File: config.mk
export PLATFORM = sky130hd
export DESIGN_NAME = evt_edge_counter
export DESIGN_NICKNAME = d
export VERILOG_FILES = /design/src/rtl/evt_cnt_pkg.sv /design/src/rtl/evt_sync_edge.sv /design/src/rtl/evt_match_core.sv /design/src/rtl/evt_edge_counter.sv
export SDC_FILE = /design/constraint.sdc
export NUM_CORES = 1
export LEC_CHECK = 0
export BUFFER_PORTS_ARGS = -buffer_cell sky130_fd_sc_hd__buf_2
export CAP_MARGIN = 20
export CORE_MARGIN = 3
export CORE_UTILIZATION = 40
export DETAILED_ROUTE_END_ITERATION = 8
export GPL_TIMING_DRIVEN = 0
export HOLD_SLACK_MARGIN = 0.03
export SYNTH_ARGS = -nofsm -noshare
export SYNTH_HDL_FRONTEND = slang
export SYNTH_SLANG_ARGS = --single-unit
File: constraint.sdc
create_clock -name clk_i -period 1.8 [get_ports clk_i]
set_input_delay 0 -clock clk_i [delete_from_list [all_inputs] [get_ports clk_i]]
set_output_delay 0 -clock clk_i [all_outputs]
set_load 0.01 [all_outputs]
File: src/rtl/evt_cnt_pkg.sv
package evt_cnt_pkg;

    localparam int unsigned SEL_W = 8;

    // The only code that picks the falling transition; everything else counts rising
    localparam logic [SEL_W-1:0] SEL_CODE_FALL = 8'h00;

    typedef enum logic {
        POL_RISE = 1'b0,
        POL_FALL = 1'b1
    } edge_pol_e;

    function automatic edge_pol_e decode_pol(input logic [SEL_W-1:0] code);
        return (code == SEL_CODE_FALL) ? POL_FALL : POL_RISE;
    endfunction

endpackage

File: src/rtl/evt_sync_edge.sv
module evt_sync_edge #(
    parameter int unsigned STAGES = 2
) (
    input  logic clk_i,
    input  logic rst_ni,
    input  logic pin_i,
    output logic rise_o,
    output logic fall_o
);

    typedef struct packed {
        logic [STAGES-1:0] chain;
        logic              prev;
    } sync_st_t;

    sync_st_t          st_q, st_d;
    logic [STAGES-1:0] chain_next;

    // Shift structure of the synchroniser, one stage per iteration
    for (genvar g = 0; g < STAGES; g++) begin : g_stage
        if (g == 0) begin : g_first
            assign chain_next[g] = pin_i;
        end else begin : g_rest
            assign chain_next[g] = st_q.chain[g-1];
        end
    end

    always_comb begin
        st_d       = st_q;
        st_d.chain = chain_next;
        st_d.prev  = st_q.chain[STAGES-1];
    end

    always_ff @(posedge clk_i or negedge rst_ni) begin
        if (!rst_ni) begin
            st_q <= '0;
        end else begin
            st_q <= st_d;
        end
    end

    assign rise_o = st_q.chain[STAGES-1] & ~st_q.prev;
    assign fall_o = ~st_q.chain[STAGES-1] & st_q.prev;

    // A strobe needs a fresh level change, so strobes never sit back to back
    AST_RISE_ISOLATED: assert property (@(posedge clk_i) disable iff (!rst_ni)
        rise_o |=> !rise_o);
    AST_FALL_ISOLATED: assert property (@(posedge clk_i) disable iff (!rst_ni)
        fall_o |=> !fall_o);

endmodule

File: src/rtl/evt_match_core.sv
module evt_match_core #(
    parameter int unsigned CNT_W = 8
) (
    input  logic             clk_i,
    input  logic             rst_ni,
    input  logic             en_i,
    input  logic             hit_i,
    input  logic [CNT_W-1:0] cmp_i,
    output logic [CNT_W-1:0] cnt_o,
    output logic             irq_o
);

    localparam logic [CNT_W-1:0] CNT_ONE = CNT_W'(1);

    typedef struct packed {
        logic [CNT_W-1:0] cnt;
        logic [CNT_W-1:0] cmp;
        logic             irq;
    } core_st_t;

    core_st_t st_q, st_d;

    always_comb begin
        st_d     = st_q;
        st_d.irq = 1'b0;
        if (!en_i) begin
            st_d.cnt = '0;
            st_d.cmp = cmp_i;
        end else if (hit_i) begin
            if (st_q.cnt == st_q.cmp) begin
                st_d.cnt = '0;
                st_d.irq = 1'b1;
            end else begin
                st_d.cnt = st_q.cnt + CNT_ONE;
            end
        end
    end

    always_ff @(posedge clk_i or negedge rst_ni) begin
        if (!rst_ni) begin
            st_q <= '0;
        end else begin
            st_q <= st_d;
        end
    end

    assign cnt_o = st_q.cnt;
    assign irq_o = st_q.irq;

    AST_STEP_ONE: assert property (@(posedge clk_i) disable iff (!rst_ni)
        (en_i && hit_i && (st_q.cnt != st_q.cmp)) |=> (st_q.cnt == $past(st_q.cnt) + CNT_ONE));
    AST_HOLD_IDLE: assert property (@(posedge clk_i) disable iff (!rst_ni)
        (en_i && !hit_i) |=> $stable(st_q.cnt));
    AST_IRQ_AT_ZERO: assert property (@(posedge clk_i) disable iff (!rst_ni)
        irq_o |-> (cnt_o == '0));
    AST_NO_OVERFLOW: assert property (@(posedge clk_i) disable iff (!rst_ni)
        st_q.cnt <= st_q.cmp);
    AST_DISABLED_IDLE: assert property (@(posedge clk_i) disable iff (!rst_ni)
        !en_i |=> (cnt_o == '0) && !irq_o);
    AST_CMP_FROZEN: assert property (@(posedge clk_i) disable iff (!rst_ni)
        en_i |=> $stable(st_q.cmp));
    AST_IRQ_SINGLE: assert property (@(posedge clk_i) disable iff (!rst_ni)
        irq_o |=> !irq_o);

endmodule

File: src/rtl/evt_edge_counter.sv
module evt_edge_counter
    import evt_cnt_pkg::*;
#(
    parameter int unsigned CNT_W       = 8,
    parameter int unsigned SYNC_STAGES = 2
) (
    input  logic             clk_i,
    input  logic             rst_ni,
    input  logic             evt_pin_i,
    input  logic [SEL_W-1:0] edge_sel_i,
    input  logic [CNT_W-1:0] cmp_val_i,
    input  logic             cnt_en_i,
    output logic [CNT_W-1:0] count_o,
    output logic             irq_o
);

    logic      rise, fall, hit;
    edge_pol_e pol;

    evt_sync_edge #(
        .STAGES (SYNC_STAGES)
    ) u_sync (
        .clk_i  (clk_i),
        .rst_ni (rst_ni),
        .pin_i  (evt_pin_i),
        .rise_o (rise),
        .fall_o (fall)
    );

    always_comb begin
        pol = decode_pol(edge_sel_i);
        hit = (pol == POL_FALL) ? fall : rise;
    end

    evt_match_core #(
        .CNT_W (CNT_W)
    ) u_core (
        .clk_i  (clk_i),
        .rst_ni (rst_ni),
        .en_i   (cnt_en_i),
        .hit_i  (hit),
        .cmp_i  (cmp_val_i),
        .cnt_o  (count_o),
        .irq_o  (irq_o)
    );

    // Codes above 01h must never select the falling transition
    AST_ODD_CODE_RISE: assert property (@(posedge clk_i) disable iff (!rst_ni)
        (edge_sel_i > 8'h01) |-> (pol == POL_RISE));

endmodule

==> results of run 1 <==
==> through the flow <==
stage	setup TNS (ns)	setup slack [ns]	instances	hold slack (ns)
after floorplan	0	0.183	100	-0.296
after global placement	-0.0190	-0.0101	158	-0.0247
after detailed placement	-0.0219	-0.0119	158	-0.0236
after CTS	0	0.000605	173	0.100
after global routing	-0.0173	-0.0173	174	0.103
final	0	0.0814	174	0.111
==> area by class of cell <==
type	count	area, um^2
Timing Repair Buffer	41	263
Clock buffer	4	36.3
Fill cell	242	1110
Buffer	11	92.6
Sequential cell	20	503
Inverter	2	7.51
Multi-Input combinational cell	66	518
Tap cell	30	37.5
==> placed cells by master, fill, tap and decap left out, types with 2 or more instances in the layout <==
master         netlist  routed
buf_2                0      28
dfrtp_1             20      18
dlygate4sd3_1        1      11
nand2_1             11      11
buf_4                8      11
xnor2_1              8       8
mux2_2               8       8
o221ai_1             6       6
o2111ai_1            4       4
nand4_1              3       3
or3b_2               3       3
clkbuf_4             0       3
buf_6                2       2
or4_4                2       2
inv_1                2       2
nor2_1               2       2
and3_1               2       2
o22ai_1              2       2
o21ai_0              2       2
nand3b_1             2       2
dfrtp_2              0       2
==> metal layers <==
| layer | wire [um] | global-route usage [%] |
|---|---|---|
| met1 | 1060 | 19.3 |
| met2 | 1260 | 25.7 |
| met3 | 106 | 4.82 |
| met4 | 19 | 5.18 |
| met5 | 0 | 0 |
==> final timing paths <==
check	startpoint	depth (start not counted)	slack [ns]	endpoint
setup / recovery	u_core.cnt_o[2]	4	0.08	u_core.cnt_o[7]
min in group asynchronous	rst_ni	2	0.16	u_core.cnt_o[5]
hold / removal	cnt_en_i	4	0.11	u_core.cnt_o[0]
setup reg to reg	u_core.cnt_o[2]	4	0.08	u_core.cnt_o[7]
hold reg to reg	u_sync.chain_next[1]	0	0.36	u_sync.st_d[0]
max in group asynchronous	rst_ni	2	1.31	u_core.cnt_o[0]
==> power groups by stage <==
stage | registers (W) | logic, W | clock network (W)
5_1_grt | 0.000496 | 0.000159 | 0.000293
3_3_place_gp | 0.000500 | 0.000120 | 0
6_report | 0.000492 | 0.000145 | 0.000260
4_1_cts | 0.000492 | 0.000143 | 0.000273
2_1_floorplan | 0.000496 | 0.0000786 | 0
3_5_place_dp | 0.000501 | 0.000124 | 0
==> flip-flops by register name (all words and copies together) (netlist names) <==
| name | cells |
|---|---|
| u_core.st_q | 8 |
| u_sync.st_d | 1 |
| u_sync.st_q | 1 |
| u_sync.chain_next | 1 |
| u_core.irq_o | 1 |
| u_core.cnt_o | 8 |
==> worst min-delay path: stages <==
cell,delay (ns)
buf_2,0.11
buf_6,0.14
nand2b_1,0.07
o22ai_1,0.07
==> kinds of logic (layout without fill, tap and decap cells) <==
family                   after synthesis  count (layout)
adder cells (fa/ha/maj)                1               1
flip-flops                            20              20
XOR/XNOR                               8               8
multiplexers                           8               8
AND/OR/NAND/NOR                       32              32
AO/OA/AOI/OAI                         17              17
buffers and inverters                 14              58
==> what timing repair did <==
action	4_1_cts	5_1_grt
gates resized for setup	1	2
setup buffers	1	2
hold endpoints to repair	29	0
setup endpoints to repair	6	6
hold buffers	10	0
pin swaps	1	1
==> results by group, run 1 <==
Critical path
  – Arrival time worst endpoint: 1.94 ns
  – WS Path Type: flip-flop to flip-flop
  – Worst-path cell chain: nand3_2, or3_1, or3b_2, o221ai_1
  – Worst Setup Start Kind: flip-flop
  – Crit-path max FO: 7
  – Crit-path leading delay family: simple AND/OR/NAND/NOR gates
  – Max stage delay on crit path: 0.47 ns
  – Max stage delay cell, worst path: or3b_2
  – Buffers and inverters on the worst path: 0
  – CP required: 2.02 ns
  – Crit. End Element: flip-flop

Clocking
  – Clock Path Buffers: 2
  – CTS buffer count: 3
  – CTS clk-pin slew, worst paths: 0.11 ns
  – CTS sink cnt: 20
  – Worst-Skew Late Latency: 0.30 ns
  – Htree depth: 1
  – Root Buffer: clkbuf_4
  – TritonCTS clock tree: yes

Logic synthesis
  – Synth Area in Compound Gates: 13.5%
  – XOR/XNOR share of the synthesized area: 6.27%
  – Post-synth top flop: dfrtp_1
  – Most common cell in the netlist: dfrtp_1
  – Synth area leader: dfrtp_1
  – Warnings, synthesis: 0
  – Asr flop ratio synth: 100%
  – EDFF count, synth: 0
  – Dominant combinational cell family by area after synthesis: simple AND/OR/NAND/NOR gates
  – Yosys cell types: 30
  – Synth top cells by count: dfrtp_1, nand2_1, buf_4, mux2_2, xnor2_1
  – Post-Synthesis Cells: 100
  – Seq cells post-synth: 20
  – Post-Syn Area per Cell: 11.2 um^2
  – Sequential element share of the synthesized area: 44.8%
  – Simple-gate area share of the yosys netlist: 16.9%
  – Largest cells by area after synthesis: dfrtp_1, mux2_2, xnor2_1
  – Adder-cell area share of the yosys netlist: 1.12%
  – Multiplexer share of the synthesized area: 8.06%
  – Syn_nets: 121
  – Post-synth top area share: 44.8%
  – Synthesized area: 1120 um^2

Timing
  – Clk_skew: 0.00173 ns
  – Final hold violation count: 0
  – Slew Limit Fails: 0
  – Worst Max-Slew Pin Slew: 0.447 ns
  – Final min period: 1.72 ns
  – Final period utilization: 95.5%
  – Rel. slew slack: 70.2%
  – Fmax: 0.582 GHz
  – Final setup violation count: 0
  – RSZ-0062 raised after global routing: yes

Die
  – Initial core utilization: 43.5%
  – # IOs: 29
  – Row count: 18
  – Core area: 2570 um^2
  – Die W: 58.9 um
  – Die H: 58.9 um
  – DIE AREA: 3460 um^2

Hold path
  – Worst hold path class: input port to flip-flop

Status
  – Status: complete, no violations

Place
  – Post-DP HPWL: 1760 um
  – GP Congestion: 0.717
  – Cell Area, Placed: 1290 um^2
  – Port Buffers: 28

Finish
  – Fin util: 56.8%
  – Share of layout cells above drive strength 1: 44.4%
  – Layout area overhead: 30.5%
  – Antenna cells: 0
  – Final nets: 166
  – Design Area, Final: 1460 um^2

Drt
  – DRT Pass-1 Iters: 4
  – Final antenna-violating net count: 0
  – WL per Instance: 14.1 um
  – DR vias/cell: 5.27
  – Detailed Route Iter0 Violations: 26
  – Via count: 917
  – Routed Wire Length: 2450 um
  – Remaining DRCs: 0

Power and ir drop
  – Net Sw Frac: 24.2%
  – Combinational Power Share: 16.1%
  – Pint: 0.000681 W
  – Clock share of power: 29.0%
  – Reg power frac: 54.9%
  – Pwr Density: 616 nW/um^2
  – Worst VDD drop: 0.466 mV
  – Total power: 0.000897 W
  – Net Switching: 0.000217 W
  – Leak pwr: 0.647 nW

Global routing
  – Largest net degree at the start of global routing: 21
  – Vias in the first global route: 956
  – Total track usage: 15.6%
  – First-pass GRT wire length: 4140 um
  – Total gr overflow: 0
  – Initial antenna violation count: 0

Run
  – Max-Cap Viols: 0
Power figures use the tool's default switching activity.
==> inputs of run 2 (changes only) <==
--- a/config.mk
+++ b/config.mk
@@ -14,4 +14,5 @@
 export HOLD_SLACK_MARGIN = 0.03
 export SYNTH_ARGS = -nofsm -noshare
 export SYNTH_HDL_FRONTEND = slang
+export SYNTH_HIERARCHICAL = 1
 export SYNTH_SLANG_ARGS = --single-unit
==> run 2 against run 1 <==
- register-to-register slack gained 0.03 ns
- first-iteration DRC count shrank 77%
- die area shrank 6.9%
- sequential cell count is the same
- critical path depth grew 3
- utilization grew 0.32 points
- design area shrank 9.2%
- critical endpoint is now u_core/cnt_o[5]
- largest power group unchanged
==> results by group, run 2 <==
Critical path
  – WS Path Type: flip-flop to flip-flop (unchanged)
  – CP required: 1.99 ns (was 2.02 ns)
  – Max stage delay cell, worst path: dfrtp_1 (was or3b_2)
  – RR Endpoint: u_core/cnt_o[5] (was u_core.cnt_o[7])
  – Worst-path cell chain: and2b_2, mux2_4, buf_6, nand2b_4, or3b_1, xor2_1, nor2_2 (was nand3_2, or3_1, or3b_2, o221ai_1)
  – Crit-path max FO: 9 (was 7)
  – R2r worst-path depth: 7 (was 4)
  – Arrival time worst endpoint: 1.87 ns (was 1.94 ns)
  – Crit. End Element: flip-flop (unchanged)
  – FF-to-FF Start: u_sync/st_d[0] (was u_core.cnt_o[2])
  – Crit. Startpoint: u_sync/st_d[0] (was u_core.cnt_o[2])
  – Worst Setup EP: u_core/cnt_o[5] (was u_core.cnt_o[7])
  – Worst Setup Start Kind: flip-flop (unchanged)
  – Max stage delay on crit path: 0.40 ns (was 0.47 ns)
  – FF-to-FF setup slack: 0.11 ns (was 0.08 ns)

Status
  – Status: complete, no violations (unchanged)

Logic synthesis
  – Seq cells post-synth: 20 (unchanged)
  – EDFF count, synth: 0 (unchanged)
  – Post-synth top area share: 48.5% (was 44.8%)
  – Synth area leader: dfrtp_1 (unchanged)
  – Syn_nets: 110 (was 121)
  – Synthesized area: 1030 um^2 (was 1120 um^2)
  – Warnings, synthesis: 6 (was 0)
  – Asr flop ratio synth: 100% (unchanged)
  – Most common cell in the netlist: dfrtp_1 (unchanged)
  – Largest cells by area after synthesis: dfrtp_1, mux2_2, xnor2_1 (unchanged)
  – Synth top cells by count: dfrtp_1, xnor2_1, buf_4, mux2_2 (was dfrtp_1, nand2_1, buf_4, mux2_2, xnor2_1)
  – Post-Synthesis Cells: 89 (was 100)
  – Yosys cell types: 26 (was 30)
  – Post-synth top flop: dfrtp_1 (unchanged)
  – Sequential element share of the synthesized area: 48.5% (was 44.8%)
  – Post-Syn Area per Cell: 11.6 um^2 (was 11.2 um^2)

Timing
  – Final hold violation count: 0 (unchanged)
  – Worst Max-Slew Pin Slew: 0.440 ns (was 0.447 ns)
  – Rel. slew slack: 70.7% (was 70.2%)
  – Clk_skew: 0.00378 ns (was 0.00173 ns)
  – Fmax: 0.593 GHz (was 0.582 GHz)
  – Final min period: 1.69 ns (was 1.72 ns)
  – Final period utilization: 93.6% (was 95.5%)
  – Setup TNS: 0 ns (unchanged)
  – RSZ-0062 raised after global routing: no (was yes)
  – Slew Limit Fails: 0 (unchanged)
  – Final setup violation count: 0 (unchanged)

Global routing
  – First-pass GRT wire length: 3350 um (was 4140 um)
  – Vias in the first global route: 777 (was 956)
  – Largest net degree at the start of global routing: 21 (unchanged)
  – Total gr overflow: 0 (unchanged)
  – Total track usage: 13.2% (was 15.6%)
  – Initial antenna violation count: 0 (unchanged)

Clocking
  – TritonCTS clock tree: yes (unchanged)
  – CTS sink cnt: 20 (unchanged)
  – Worst-Skew Late Latency: 0.30 ns (about the same)
  – CTS buffer count: 3 (unchanged)
  – CTS clk-pin slew, worst paths: 0.11 ns (about the same)
  – Root Buffer: clkbuf_4 (unchanged)
  – Post-CTS Setup Repair Bufs: 0 (was 1)
  – Clock Path Buffers: 2 (unchanged)
  – Htree depth: 1 (unchanged)
  – # resized after CTS: 0 (was 1)

Drt
  – Detailed Route Iter0 Violations: 6 (was 26)
  – DR vias/cell: 4.86 (was 5.27)
  – DRT Pass-1 Iters: 2 (was 4)
  – Final antenna-violating net count: 0 (unchanged)
  – Remaining DRCs: 0 (unchanged)
  – WL per Instance: 12.0 um (was 14.1 um)
  – Routed Wire Length: 1890 um (was 2450 um)
  – Via count: 763 (was 917)

Place
  – Cell Area, Placed: 1200 um^2 (was 1290 um^2)
  – Post-DP HPWL: 1470 um (was 1760 um)
  – GP Congestion: 0.829 (was 0.717)
  – Port Buffers: 27 (was 28)

Finish
  – Design Area, Final: 1320 um^2 (was 1460 um^2)
  – Final nets: 152 (was 166)
  – Leading cell types in the layout, fill and taps excluded: buf_2, dfrtp_1, dlygate4sd3_1, xnor2_1 (was buf_2, dfrtp_1, dlygate4sd3_1, nand2_1, buf_4)
  – Antenna cells: 0 (unchanged)
  – Most common library cell in the layout ignoring fill and taps: buf_2 (unchanged)
  – Share of layout cells above drive strength 1: 43.4% (was 44.4%)
  – Layout area overhead: 28.4% (was 30.5%)
  – # fillers: 214 (was 242)
  – Area of the multi-input gates: 442 um^2 (was 518 um^2)
  – Sequential cell area: 500 um^2 (was 503 um^2)

Power and ir drop
  – Worst VDD drop: 0.718 mV (was 0.466 mV)
  – Leak pwr: 0.624 nW (was 0.647 nW)
  – Pwr Density: 623 nW/um^2 (was 616 nW/um^2)

Die
  – Core area: 2320 um^2 (was 2570 um^2)
  – # IOs: 29 (unchanged)
  – Die W: 56.8 um (was 58.9 um)
  – Row count: 17 (was 18)
  – DIE AREA: 3220 um^2 (was 3460 um^2)
  – Die H: 56.8 um (was 58.9 um)
  – Initial core utilization: 44.5% (was 43.5%)

Run
  – Max-Cap Viols: 0 (unchanged)

Hold path
  – Worst hold path class: input port to flip-flop (unchanged)
[run 2: cell count changes after synthesis, sizes merged, moves of 4 or more]
cell,delta
nand2,-8
nand4,+4
nor2,+6
o2111ai,-4
o221ai,-6
xor2,+4
[run 2: how the worst min path moves through the flow]
stage,startpoint,end,slack (ns),cells past startpoint
final,cnt_en_i,u_core/st_q[2],0.07,2
after global routing,cnt_en_i,u_core/st_q[2],0.06,2
after CTS,cnt_en_i,u_core/st_q[2],0.06,2
after detailed placement,rst_ni,u_core/cnt_o[5],-0.02,1
after global placement,rst_ni,u_core/cnt_o[6],-0.03,1
after floorplan,rst_ni,u_core/cnt_o[0],-0.30,0
[run 2: logic make-up (layout without fill, tap and decap cells)]
group / after synthesis / after routing / share of synthesized area [%]
buffers and inverters: 13 / 53 / 8.62
AO/OA/AOI/OAI: 3 / 3 / 3.28
multiplexers: 9 / 9 / 10.2
AND/OR/NAND/NOR: 29 / 29 / 16.3
adder cells (fa/ha/maj): 1 / 1 / 1.21
flip-flops: 20 / 20 / 48.5
XOR/XNOR: 14 / 14 / 11.9
[run 2: critical path, delay by kind of cell, from the launching register on]
kind	cells	cell delay (ns)
DFF	1	0.40
and+or+nand+nor	4	0.75
xor gates and xnor gates	1	0.17
buffers and inverters	1	0.12
muxes	1	0.14
[run 2: power by group]
| group | switching [W] | internal (W) | total, W |
|---|---|---|---|
| Sequential | 0.0000186 | 0.000473 | 0.000492 |
| Combinational | 0.0000478 | 0.0000762 | 0.000124 |
| Clock | 0.000131 | 0.0000781 | 0.000209 |
[run 2: area by class of cell]
class / instances / share of cell area, %
Buffer: 11 / 6.14
Inverter: 2 / 0.567
Timing Repair Buffer: 37 / 17.8
Multi-Input combinational cell: 56 / 33.4
Clock buffer: 3 / 1.70
Tap cell: 28 / 2.65
Sequential cell: 20 / 37.8
[run 2: timing repair]
item                       4_1_cts  5_1_grt
setup endpoints to repair        0        0
hold endpoints to repair        29        0
hold buffers                    10        0
[run 2: layer usage]
layer  global-route usage [%]  share of wire (%)  vias up
li1                         -                  -      377
met1                     15.9                 43      369
met2                     23.1                 51       15
met3                     3.22                4.4        2
met4                     3.97                1.4        0
met5                        0                  0        -
[run 2: stage by stage]
stage	util (%)	hold WS [ns]	std cells	setup slack, ns	power (W)
detailed placement	51.8	-0.0189	144	0.112	0.000612
floorplan	-	-0.296	89	0.215	0.000567
global placement	51.8	-0.0280	144	0.146	0.000606
CTS	57.1	0.0643	157	0.0971	0.000838
finish	57.1	0.0660	157	0.114	0.000825
global route	57.1	0.0619	157	0.0160	0.000868
==> inputs of run 3 (changes only) <==
--- a/config.mk
+++ b/config.mk
@@ -12,6 +12,7 @@
 export DETAILED_ROUTE_END_ITERATION = 8
 export GPL_TIMING_DRIVEN = 0
 export HOLD_SLACK_MARGIN = 0.03
+export PLACE_DENSITY = 0.75
 export SYNTH_ARGS = -nofsm -noshare
 export SYNTH_HDL_FRONTEND = slang
 export SYNTH_HIERARCHICAL = 1
==> run 3 against run 2 <==
- clock power is 3% lower
- wire length is 3.2% lower
- non-clock buffer count stayed put
- final cell count stayed put
- worst hold slack better by 0.011 ns
- die area stayed put
- power is 0.90% lower
- sequential share of layout area is 0.28 points lower
- largest cell class unchanged
==> results by group, run 3 (same netlist as run 2, synthesis figures left out) <==
Finish
  – # fillers: 199 (was 214)
  – Sequential cell area: 500 um^2 (unchanged)
  – Final nets: 152 (unchanged)
  – Layout area overhead: 29.4% (was 28.4%)
  – Share of layout cells above drive strength 1: 45.0% (was 43.4%)
  – Most common library cell in the layout ignoring fill and taps: buf_2 (unchanged)
  – Leading cell types in the layout, fill and taps excluded: buf_2, dfrtp_1, dlygate4sd3_1, xnor2_1 (unchanged)
  – Design Area, Final: 1330 um^2 (was 1320 um^2)
  – Area of the multi-input gates: 452 um^2 (was 442 um^2)
  – Antenna cells: 0 (unchanged)

Timing
  – Worst Max-Slew Pin Slew: 0.421 ns (was 0.440 ns)
  – Final period utilization: 94.5% (was 93.6%)
  – Slew Limit Fails: 0 (unchanged)
  – Final hold slack: 0.0770 ns (was 0.0660 ns)
  – RSZ-0062 raised after global routing: no (unchanged)
  – Final min period: 1.70 ns (was 1.69 ns)
  – Rel. slew slack: 71.9% (was 70.7%)
  – Fmax: 0.588 GHz (was 0.593 GHz)
  – Final setup violation count: 0 (unchanged)
  – Clk_skew: 0.00147 ns (was 0.00378 ns)
  – Setup TNS: 0 ns (unchanged)
  – Final hold violation count: 0 (unchanged)

Drt
  – DR vias/cell: 4.89 (was 4.86)
  – Met2 routed WL: 942 um (was 962 um)
  – Detailed Route Iter0 Violations: 16 (was 6)
  – Max layer used: met4 (unchanged)
  – DR WL met3: 104 um (was 83 um)
  – WL per Instance: 11.6 um (was 12.0 um)
  – Met1 WL: 753 um (was 813 um)
  – DRT Pass-1 Iters: 4 (was 2)
  – Final antenna-violating net count: 0 (unchanged)
  – Remaining DRCs: 0 (unchanged)
  – Via count: 768 (was 763)
  – Routed Wire Length: 1830 um (was 1890 um)

Critical path
  – Worst Setup EP: u_core/cnt_o[5] (unchanged)
  – R2r worst-path depth: 7 (unchanged)
  – RR Endpoint: u_core/cnt_o[5] (unchanged)
  – FF-to-FF setup slack: 0.1 ns (was 0.11 ns)
  – Arrival time worst endpoint: 1.88 ns (was 1.87 ns)
  – WS Path Type: flip-flop to flip-flop (unchanged)
  – Crit-path max FO: 9 (unchanged)
  – CP required: 1.98 ns (was 1.99 ns)
  – FF-to-FF Start: u_sync/st_d[0] (unchanged)
  – Worst Setup Start Kind: flip-flop (unchanged)
  – Crit. End Element: flip-flop (unchanged)
  – Crit. Startpoint: u_sync/st_d[0] (unchanged)

Clocking
  – Htree depth: 1 (unchanged)
  – CTS sink cnt: 20 (unchanged)
  – CTS clk-pin slew, worst paths: 0.10 ns (was 0.11 ns)
  – Worst-Skew Late Latency: 0.29 ns (was 0.30 ns)
  – Root Buffer: clkbuf_4 (unchanged)
  – TritonCTS clock tree: yes (unchanged)
  – CTS buffer count: 3 (unchanged)
  – Clock Path Buffers: 2 (unchanged)

Die
  – Core area: 2320 um^2 (unchanged)
  – Die H: 56.8 um (unchanged)
  – Row count: 17 (unchanged)
  – # IOs: 29 (unchanged)
  – Die W: 56.8 um (unchanged)
  – DIE AREA: 3220 um^2 (unchanged)
  – Initial core utilization: 44.5% (unchanged)

Place
  – GP Congestion: 0.874 (was 0.829)
  – Post-DP HPWL: 1440 um (was 1470 um)
  – Cell Area, Placed: 1200 um^2 (unchanged)
  – Port Buffers: 27 (unchanged)

Power and ir drop
  – Leak pwr: 0.626 nW (was 0.624 nW)
  – Pwr Density: 613 nW/um^2 (was 623 nW/um^2)
  – Total power: 0.000818 W (was 0.000825 W)
  – Worst VDD drop: 0.477 mV (was 0.718 mV)

Global routing
  – Total gr overflow: 0 (unchanged)
  – First-pass GRT wire length: 3220 um (was 3350 um)
  – Total track usage: 12.7% (was 13.2%)
  – Vias in the first global route: 758 (was 777)
  – Largest net degree at the start of global routing: 21 (unchanged)
  – Initial antenna violation count: 0 (unchanged)

Run
  – Max-Cap Viols: 0 (unchanged)

Hold path
  – Worst hold path class: input port to flip-flop (unchanged)

Status
  – Status: complete, no violations (unchanged)
==> run 3: cell types whose count changed in the layout (fill, tap and decap cells not counted) <==
cell / change
or3b_4: +1
or3b_1: -1
xor2_2: +1
xor2_1: -1
==> run 3: worst min path at each step <==
| stage | slack [ns] | to | startpoint | cells after the start |
|---|---|---|---|---|
| after floorplan | -0.30 | u_core/cnt_o[0] | rst_ni | 0 |
| after global placement | -0.04 | u_sync/chain_next[1] | rst_ni | 1 |
| after detailed placement | -0.04 | u_sync/chain_next[1] | rst_ni | 1 |
| after CTS | 0.07 | u_core/st_q[5] | cnt_en_i | 2 |
| after global routing | 0.08 | u_core/st_q[5] | cnt_en_i | 2 |
| final | 0.08 | u_core/st_q[5] | cnt_en_i | 2 |
==> run 3: critical path: stages (launching register included) <==
cell and delay [ns]:
dfrtp_1 0.41, and2b_2 0.21, mux2_4 0.14, buf_6 0.12
nand2b_4 0.14, or3b_4 0.39, xor2_2 0.14, nor2_2 0.04
==> run 3: power breakdown <==
part / internal [W] / switching (W)
Clock: 0.0000779 / 0.000125
Sequential: 0.000473 / 0.0000189
Combinational: 0.0000761 / 0.0000470
==> run 3: metal layers <==
metal  up-vias  track usage (%)
met5         -                0
li1        374                -
met4         0             5.96
met1       365             14.4
met2        25             22.3
met3         4             2.99
==> run 3: through the flow <==
step                instances  utilization [%]  setup WS (ns)
finish                    157             57.5         0.0992
floorplan                  89                -          0.215
detailed placement        144             51.8         0.0994
global placement          144             51.8          0.169
CTS                       157             57.1         0.0916
global route              157             57.5         0.0222
==> run 3: area by class of cell <==
| type | count | share of cell area [%] |
|---|---|---|
| Buffer | 11 | 6.10 |
| Inverter | 2 | 0.563 |
| Tap cell | 28 | 2.63 |
| Clock buffer | 3 | 1.69 |
| Sequential cell | 20 | 37.5 |
| Timing Repair Buffer | 37 | 17.6 |
| Multi-Input combinational cell | 56 | 33.9 |
==> run 3: what timing repair did <==
action | in CTS | in global routing
endpoints found under the setup margin | 0 | 1
resized for setup | 0 | 2
hold buffers | 10 | 0
buffers inserted | 0 | 0
endpoints found under the hold margin | 29 | 0
